$ cat src/rtl/intack_pkg.sv
package intack_pkg;

    localparam int DEF_SRC   = 4;
    localparam int DEF_VEC_W = 8;

    // acknowledge edge events seen by every cell
    typedef struct packed {
        logic start;   // first cycle inta sampled high
        logic finish;  // first cycle inta sampled low again
    } ack_evt_t;

endpackage

$ cat src/rtl/intack_ctrl.sv
module intack_ctrl
    import intack_pkg::*;
(
    input  logic     clk,
    input  logic     rst,
    input  logic     inta,
    output ack_evt_t evt
);
    logic inta_q;

    always_ff @(posedge clk) begin
        if (rst) inta_q <= 1'b0;
        else     inta_q <= inta;
    end

    always_comb begin
        evt.start  = inta & ~inta_q;
        evt.finish = ~inta & inta_q;
    end
endmodule

$ cat src/rtl/intack_level.sv
module intack_level #(
    parameter int N = 4
) (
    input  logic         clk,
    input  logic         rst,
    input  logic         ack_finish,
    input  logic         eoi,
    input  logic [N-1:0] held,
    output logic [N-1:0] in_service,
    output logic [N-1:0] eligible
);
    logic [N-1:0] mask_q, mask_d, innermost;

    // lowest set bit = highest priority level in service
    assign innermost = mask_q & (~mask_q + 1'b1);

    always_comb begin
        mask_d = mask_q;
        if (eoi)        mask_d = mask_d & ~innermost;
        if (ack_finish) mask_d = mask_d | held;
    end

    always_ff @(posedge clk) begin
        if (rst) mask_q <= '0;
        else     mask_q <= mask_d;
    end

    // prefix: eligible only if no level at or above is in service
    assign eligible[0] = ~mask_q[0];
    generate
        for (genvar i = 1; i < N; i++) begin : g_pre
            assign eligible[i] = eligible[i-1] & ~mask_q[i];
        end
    endgenerate

    assign in_service = mask_q;
endmodule

$ cat src/rtl/intack_cell.sv
module intack_cell
    import intack_pkg::*;
#(
    parameter int VW = 8
) (
    input  logic          clk,
    input  logic          rst,
    input  logic          req,
    input  logic          vec_we,
    input  logic [VW-1:0] vec_wdata,
    input  logic          ack_in,
    input  logic          eligible,
    input  ack_evt_t      evt,
    output logic          ack_out,
    output logic          held,
    output logic          pending,
    output logic [VW-1:0] vec_drv
);
    logic          pend_q, held_q;
    logic [VW-1:0] vec_q;
    logic          wants;

    assign wants   = pend_q & eligible;
    assign ack_out = ack_in & ~wants;

    always_ff @(posedge clk) begin
        if (rst) begin
            pend_q <= 1'b0;
            held_q <= 1'b0;
            vec_q  <= '0;
        end else begin
            if (vec_we) vec_q <= vec_wdata;
            if (evt.start)       held_q <= ack_in & wants;
            else if (evt.finish) held_q <= 1'b0;
            // a fresh request at the retire edge keeps the flag set
            if (req)                      pend_q <= 1'b1;
            else if (evt.finish & held_q) pend_q <= 1'b0;
        end
    end

    assign held    = held_q;
    assign pending = pend_q;
    assign vec_drv = held_q ? vec_q : '0;
endmodule

$ cat src/rtl/intack_chain.sv
module intack_chain
    import intack_pkg::*;
#(
    parameter int N_SRC = DEF_SRC,
    parameter int VEC_W = DEF_VEC_W,
    localparam int SEL_W = (N_SRC > 1) ? $clog2(N_SRC) : 1
) (
    input  logic             clk,
    input  logic             rst,
    input  logic [N_SRC-1:0] src_req,
    input  logic             vec_we,
    input  logic [SEL_W-1:0] vec_sel,
    input  logic [VEC_W-1:0] vec_wdata,
    input  logic             inta,
    input  logic             eoi,
    output logic             irq,
    output logic [VEC_W-1:0] vec_bus,
    output logic [N_SRC-1:0] in_service
);
    ack_evt_t         evt;
    logic [N_SRC:0]   ack_link;
    logic [N_SRC-1:0] held, pending, eligible;
    logic [VEC_W-1:0] vec_or [N_SRC+1];
    logic [VEC_W-1:0] vec_cell [N_SRC];

    intack_ctrl u_ctrl (.clk(clk), .rst(rst), .inta(inta), .evt(evt));

    intack_level #(.N(N_SRC)) u_lvl (
        .clk(clk), .rst(rst), .ack_finish(evt.finish), .eoi(eoi),
        .held(held), .in_service(in_service), .eligible(eligible)
    );

    assign ack_link[0] = inta;
    assign vec_or[0]   = '0;

    generate
        for (genvar i = 0; i < N_SRC; i++) begin : g_cell
            intack_cell #(.VW(VEC_W)) u_cell (
                .clk(clk), .rst(rst), .req(src_req[i]),
                .vec_we(vec_we && (vec_sel == SEL_W'(i))),
                .vec_wdata(vec_wdata),
                .ack_in(ack_link[i]), .eligible(eligible[i]), .evt(evt),
                .ack_out(ack_link[i+1]), .held(held[i]),
                .pending(pending[i]), .vec_drv(vec_cell[i])
            );
            assign vec_or[i+1] = vec_or[i] | vec_cell[i];
        end
    endgenerate

    assign vec_bus = vec_or[N_SRC];
    assign irq     = |(pending & eligible);
endmodule

$ cat config.mk
export PLATFORM = sky130hd
export DESIGN_NAME = intack_chain
export DESIGN_NICKNAME = d
export VERILOG_FILES = /design/src/rtl/intack_pkg.sv /design/src/rtl/intack_ctrl.sv /design/src/rtl/intack_level.sv /design/src/rtl/intack_cell.sv /design/src/rtl/intack_chain.sv
export SDC_FILE = /design/constraint.sdc
export NUM_CORES = 1
export LEC_CHECK = 0
export BUFFER_PORTS_ARGS = -buffer_cell sky130_fd_sc_hd__buf_2
export CAP_MARGIN = 0
export CORE_ASPECT_RATIO = 1.25
export CORE_MARGIN = 2
export CORE_UTILIZATION = 35
export DETAILED_ROUTE_END_ITERATION = 8
export SLEW_MARGIN = 25
export SYNTH_ARGS = -nofsm -noshare
export SYNTH_HDL_FRONTEND = slang
export SYNTH_HIERARCHICAL = 1
export SYNTH_SLANG_ARGS = --single-unit
$ cat constraint.sdc
create_clock -name clk -period 4.1 [get_ports clk]
set_clock_uncertainty 0.05 [all_clocks]
set_input_delay 0.205 -clock clk [delete_from_list [all_inputs] [get_ports clk]]
set_output_delay 0.205 -clock clk [all_outputs]
set_load 0.01 [all_outputs]
==> results of run 1 <==
-- power groups by stage --
stage	Sequential (mW)	Clock, mW	Combinational, mW
global placement	0.471	0	0.0659
global route	0.464	0.288	0.0738
floorplan	0.468	0	0.0438
detailed placement	0.472	0	0.0671
finish	0.462	0.260	0.0661
CTS	0.462	0.274	0.0674
-- worst max-delay path, cell delays in order (launching register included) --
cell	delay [ps]
dfxtp_1	460
and2_2	260
or4_1	560
buf_2	170
-- layout make-up --
type                            count  area share [%]
Multi-Input combinational cell    152            46.6
Timing Repair Buffer               32            7.02
Inverter                            2           0.324
Sequential cell                    45            38.9
Clock inverter                      3           0.756
Clock buffer                        5            2.97
Tap cell                           64            3.45
-- state kept, by name, indices dropped and copies added (netlist names) --
signal / count
g_cell.u_cell/held: 4
u_ctrl/inta_q: 1
g_cell.u_cell/pending: 4
u_lvl/in_service: 4
g_cell.u_cell/vec_q: 32
-- placed cells by master, fill, tap and decap left out, drive strengths merged, types with 5 or more instances in the layout --
cell type,instances
dfxtp,45
nor2,35
and2,32
mux2i,32
buf,32
or4,8
a21boi,7
a21oi,7
nand2,5
clkbuf,5
-- stage by stage --
stage / cells / utilization (%) / total power [mW] / cell area, µm² / hold slack [ps]
4_1_cts: 303 / 42.0 / 0.802 / 2320 / 71.0
6_report: 303 / 42.0 / 0.787 / 2320 / 84.3
2_1_floorplan: 207 / - / 0.512 / 2020 / 223
3_3_place_gp: 295 / 40.5 / 0.537 / 2230 / 381
5_1_grt: 303 / 42.0 / 0.825 / 2320 / 79.6
3_5_place_dp: 295 / 40.5 / 0.539 / 2230 / 385
-- path summary, 6_finish.rpt --
check / slack (ps) / startpoint / to
worst max-delay path: 2110 / g_cell[1].u_cell/held$_SDFFE_PP0P_ / vec_bus[0]
worst max register to register: 2350 / u_lvl/in_service[0]$_SDFF_PP0_ / g_cell[3].u_cell/held$_SDFFE_PP0P_
worst min-delay path: 80 / src_req[0] / g_cell[0].u_cell/pending$_SDFFE_PP0P_
worst min register to register: 430 / g_cell[1].u_cell/vec_q[5]$_SDFFE_PP0P_ / g_cell[1].u_cell/vec_q[5]$_SDFFE_PP0P_
-- metal layers --
metal	share of wire, %	wire length (µm)	vias up
met5	0	0	-
met4	1.5	63	0
met3	3.8	163	6
met2	47	2000	30
met1	48	2020	723
li1	-	-	774
==> run metrics, run 1 <==
Place WS=2380 ps; met1 usage=between 10% and 20%; Worst VDD drop=0.000201 V; crit path DAT=1730 ps; core area=5520 µm²; Worst Path Max Fanout=11; H-tree depth=2; register area=901 µm²; Final WS setup=2110 ps; Hold Vio Cnt, Final=0; die height=89.0 µm; max-cap violation count=0; iteration-0 DRC count of the detailed router=73; reg2reg path depth=6; Pint=0.599 mW; Post-CTS Setup Bufs=0; Post-Syn Instances=207; P per Cell Area=340 nW/µm²; Ports=32; via count=1533; Syn Std Cell Area=2020 µm²; Gate power share=8.4%; leak pwr=between 0.9 and 1 nW; DPL Wire Length=about 2.8 mm; NetSw=0.188 mW; Slew @ Worst Pin=977 ps; minimum clock period=1990 ps; Post-DRT Antenna Nets=0; syn nets=226; Rel. slew slack=34.6%; Tcrit/Tclk final=about half; Remaining DRCs=0; Fmax=~500 MHz; Die W=72.0 µm; Reg clk slew, reported paths=80 ps; root buf cell=clkbuf_8; status=complete, no violations; Switching Fraction=about a quarter; first-pass detailed-route iteration total=4; RSZ-0062 raised after global routing=false; Clock Path Buffers=2; CTS Buf Count=5; Total Wirelength=4.25 mm; post-layout net count=roughly 260; startpoint types=flip-flop; CTS tree=yes; first-pass GRT wire length=roughly 7.0 mm; Synth warnings=6; met2 usage=roughly a quarter; Worst Setup End Kind=output port; Worst Path Class, Setup=flip-flop to output port; Clk Latency, worst-skew pair=290 ps; Area Growth Syn to Fin=14.5%; diode count=0; Wirelength per Cell=14.0 µm; Fill cells=574; GPL Wtd Cong=0.705; total track usage=14.2%; gr busiest metal=met2; Starting Density=36.7%; Port Buffer Count=31; Rows=30; M3 GR Usage=3.61%; vias in the first global route=roughly 1500; final setup vio count=0; max-slew violations=0; DIE AREA=6410 µm²; Vias/cell=5.06; largest net degree at the start of global routing=46; post-cts sizing count=0; Hold Path Class=primary input to flip-flop; sequential power share=58.6%; Worst EP required=3850 ps; Setup TNS=0 ps; initial antenna violation count=0; clock network power share=33.0%; share of cells above drive strength 1=34.3%; # hold bufs at CTS=0; multi-input logic area=1080 µm²; Avg Cell Area, Syn=9.78 µm²; Hold Path Stages=2; clock sinks=45; GRT overflow=0
Note: power is estimated with default switching activity, not from simulation.
==> inputs of run 2 (changes only) <==
- ABC_AREA: default -> 1
- clock period: 4.1 -> 2 ns (I/O delays scaled with it)
==> run metrics, run 2 <==
Worst EP required=2190 ps (-1660 ps); clock network power share=34.6% (+1.6 points); GPL Wtd Cong=0.760 (+7.8%); Post-DRT Antenna Nets=0 (unchanged); Synth warnings=6 (unchanged); Rel. slew slack=65.8% (+31 points); post-layout net count=396 (+54%); Die W=73.2 µm (+1.6%); max-slew violations=0 (unchanged); met2 usage=26.7% (+2.2 points); max-cap violation count=0 (unchanged); leak pwr=1.48 nW (+54%); Total Wirelength=4.92 mm (+16%); Fmax=637 MHz; most frequent cells in the layout=nor2_1 (92), nand2_1 (76), inv_1 (59), dfxtp_1 (45), o21ai_0 (33); crit path DAT=1760 ps (+30 ps); CTS tree=yes; Largest register FFs=32 (unchanged); reg2reg setup slack=430 ps (-1920 ps); NetSw=0.464 mW (+150%); Hold Path Stages=3 (+1); Tcrit/Tclk final=78.5%; first-pass detailed-route iteration total=4 (unchanged); reg2reg path depth=8 (+2); CTS Buf Count=5 (unchanged); syn nets=353 (+56%); share of cells above drive strength 1=13.5% (-21 points); Clk Latency, worst-skew pair=300 ps (about the same); gr busiest metal=met2; total track usage=16.0% (+1.8 points); Pint=1.33 mW (+120%); Switching Fraction=25.9% (+2.0 points); startpoint types=flip-flop; Setup TNS=0 ps (unchanged); Worst Path Class, Setup=flip-flop to flip-flop; DIE AREA=6620 µm² (+3.2%); Post-Syn Instances=334 (+61%); # hold bufs at CTS=4 (+4); root buf cell=clkbuf_8; met1 usage=19.4% (+2.5 points); H-tree depth=2 (unchanged); minimum clock period=approximately 1600 ps; Hold Path Class=primary input to flip-flop; placed instance count=432 (+46%); core area=5780 µm² (+4.7%); Wirelength per Cell=11.1 µm (-21%); total power=1.79 mW (+130%); Worst Setup End Kind=flip-flop; initial antenna violation count=0 (unchanged); Avg Cell Area, Syn=6.26 µm² (-36%); diode count=0 (unchanged); Clock Path Buffers=2 (unchanged); via count=2010 (+31%); status=complete, no violations; RSZ-0062 raised after global routing=false; Syn Std Cell Area=2090 µm² (+3.3%); first-pass GRT wire length=8.20 mm (+18%); die height=90.4 µm (+1.6%); Vias/cell=4.53 (-11%); Gate power share=10.8% (+2.4 points); final setup vio count=0 (unchanged); Rows=31 (+3.3%); vias in the first global route=1830 (+22%); Area Growth Syn to Fin=18.5%; Starting Density=36.2% (-0.49 points); Worst Path Max Fanout=5 (-6); Reg clk slew, reported paths=80 ps (about the same); commonest non-fill, non-tap cell in the layout=nor2_1; fin cells=444 (+47%); Port Buffer Count=31 (unchanged); Remaining DRCs=0 (unchanged); DPL Wire Length=3.48 mm (+24%); Slew @ Worst Pin=511 ps (-466 ps); M3 GR Usage=4.35% (+0.75 points); iteration-0 DRC count of the detailed router=78 (+6.8%); largest net degree at the start of global routing=14 (-70%); Ports=32 (unchanged); sequential power share=54.6% (-4.0 points); post-cts sizing count=0 (unchanged); P per Cell Area=724 nW/µm² (+110%); GRT overflow=0 (unchanged); Top reg by flops=g_cell.u_cell/vec_q; Post-CTS Setup Bufs=0 (unchanged); Hold Vio Cnt, Final=0 (unchanged); clock sinks=45 (unchanged); Worst VDD drop=0.000261 V (+30%)
-- run 2: per-stage QoR --
| step | setup slack, ps | utilization (%) | cell area [µm²] | hold slack (ps) |
|---|---|---|---|---|
| floorplan | 502 | - | 2090 | 119 |
| global placement | 444 | 40.4 | 2340 | 266 |
| detailed placement | 430 | 40.4 | 2340 | 270 |
| CTS | 402 | 42.9 | 2480 | 5.89 |
| global route | 203 | 42.9 | 2480 | 21.3 |
| finish | 430 | 42.9 | 2480 | 14.5 |
-- run 2: area by class of cell --
| class | count | area, µm² |
|---|---|---|
| fillers | 624 | 3300 |
| inverters | 63 | 236 |
| repair buffers | 40 | 233 |
| clock buffers | 7 | 96.3 |
| clock inverters | 1 | 5.00 |
| flip-flops and latches | 45 | 901 |
| well taps | 66 | 82.6 |
| multi-input cells | 222 | 925 |
-- run 2: metal layers --
layer / vias up / part of all wire, %
met5: - / 0
met4: 0 / 1.9
met3: 7 / 4.0
met2: 44 / 47
met1: 882 / 47
li1: 1077 / -
-- run 2: power groups by stage --
stage               clock, mW  sequential, mW  combinational [mW]
floorplan                   0           0.981               0.129
global placement            0            1.00               0.187
detailed placement          0            1.00               0.189
CTS                     0.642           0.980               0.196
global route            0.682           0.987               0.225
finish                  0.621           0.980               0.193
-- run 2: path summary, 6_finish.rpt --
| check | startpoint | end |
|---|---|---|
| worst max-delay path | u_lvl/in_service[0]$_SDFF_PP0_ | g_cell[3].u_cell/held$_SDFFE_PP0P_ |
| worst min-delay path | inta | u_ctrl/inta_q$_SDFF_PP0_ |
| worst max register to register | u_lvl/in_service[0]$_SDFF_PP0_ | g_cell[3].u_cell/held$_SDFFE_PP0P_ |
| worst min register to register | u_lvl/in_service[2]$_SDFF_PP0_ | u_lvl/in_service[2]$_SDFF_PP0_ |
-- run 2: worst max-delay path, cell delays in order (launching register included) --
cell      delay [ps]
dfxtp_1          420
inv_1             90
a21boi_0         230
a21boi_0         260
a21boi_0         200
nand3_1           90
nand2_1           60
inv_1             40
nor2_1            80
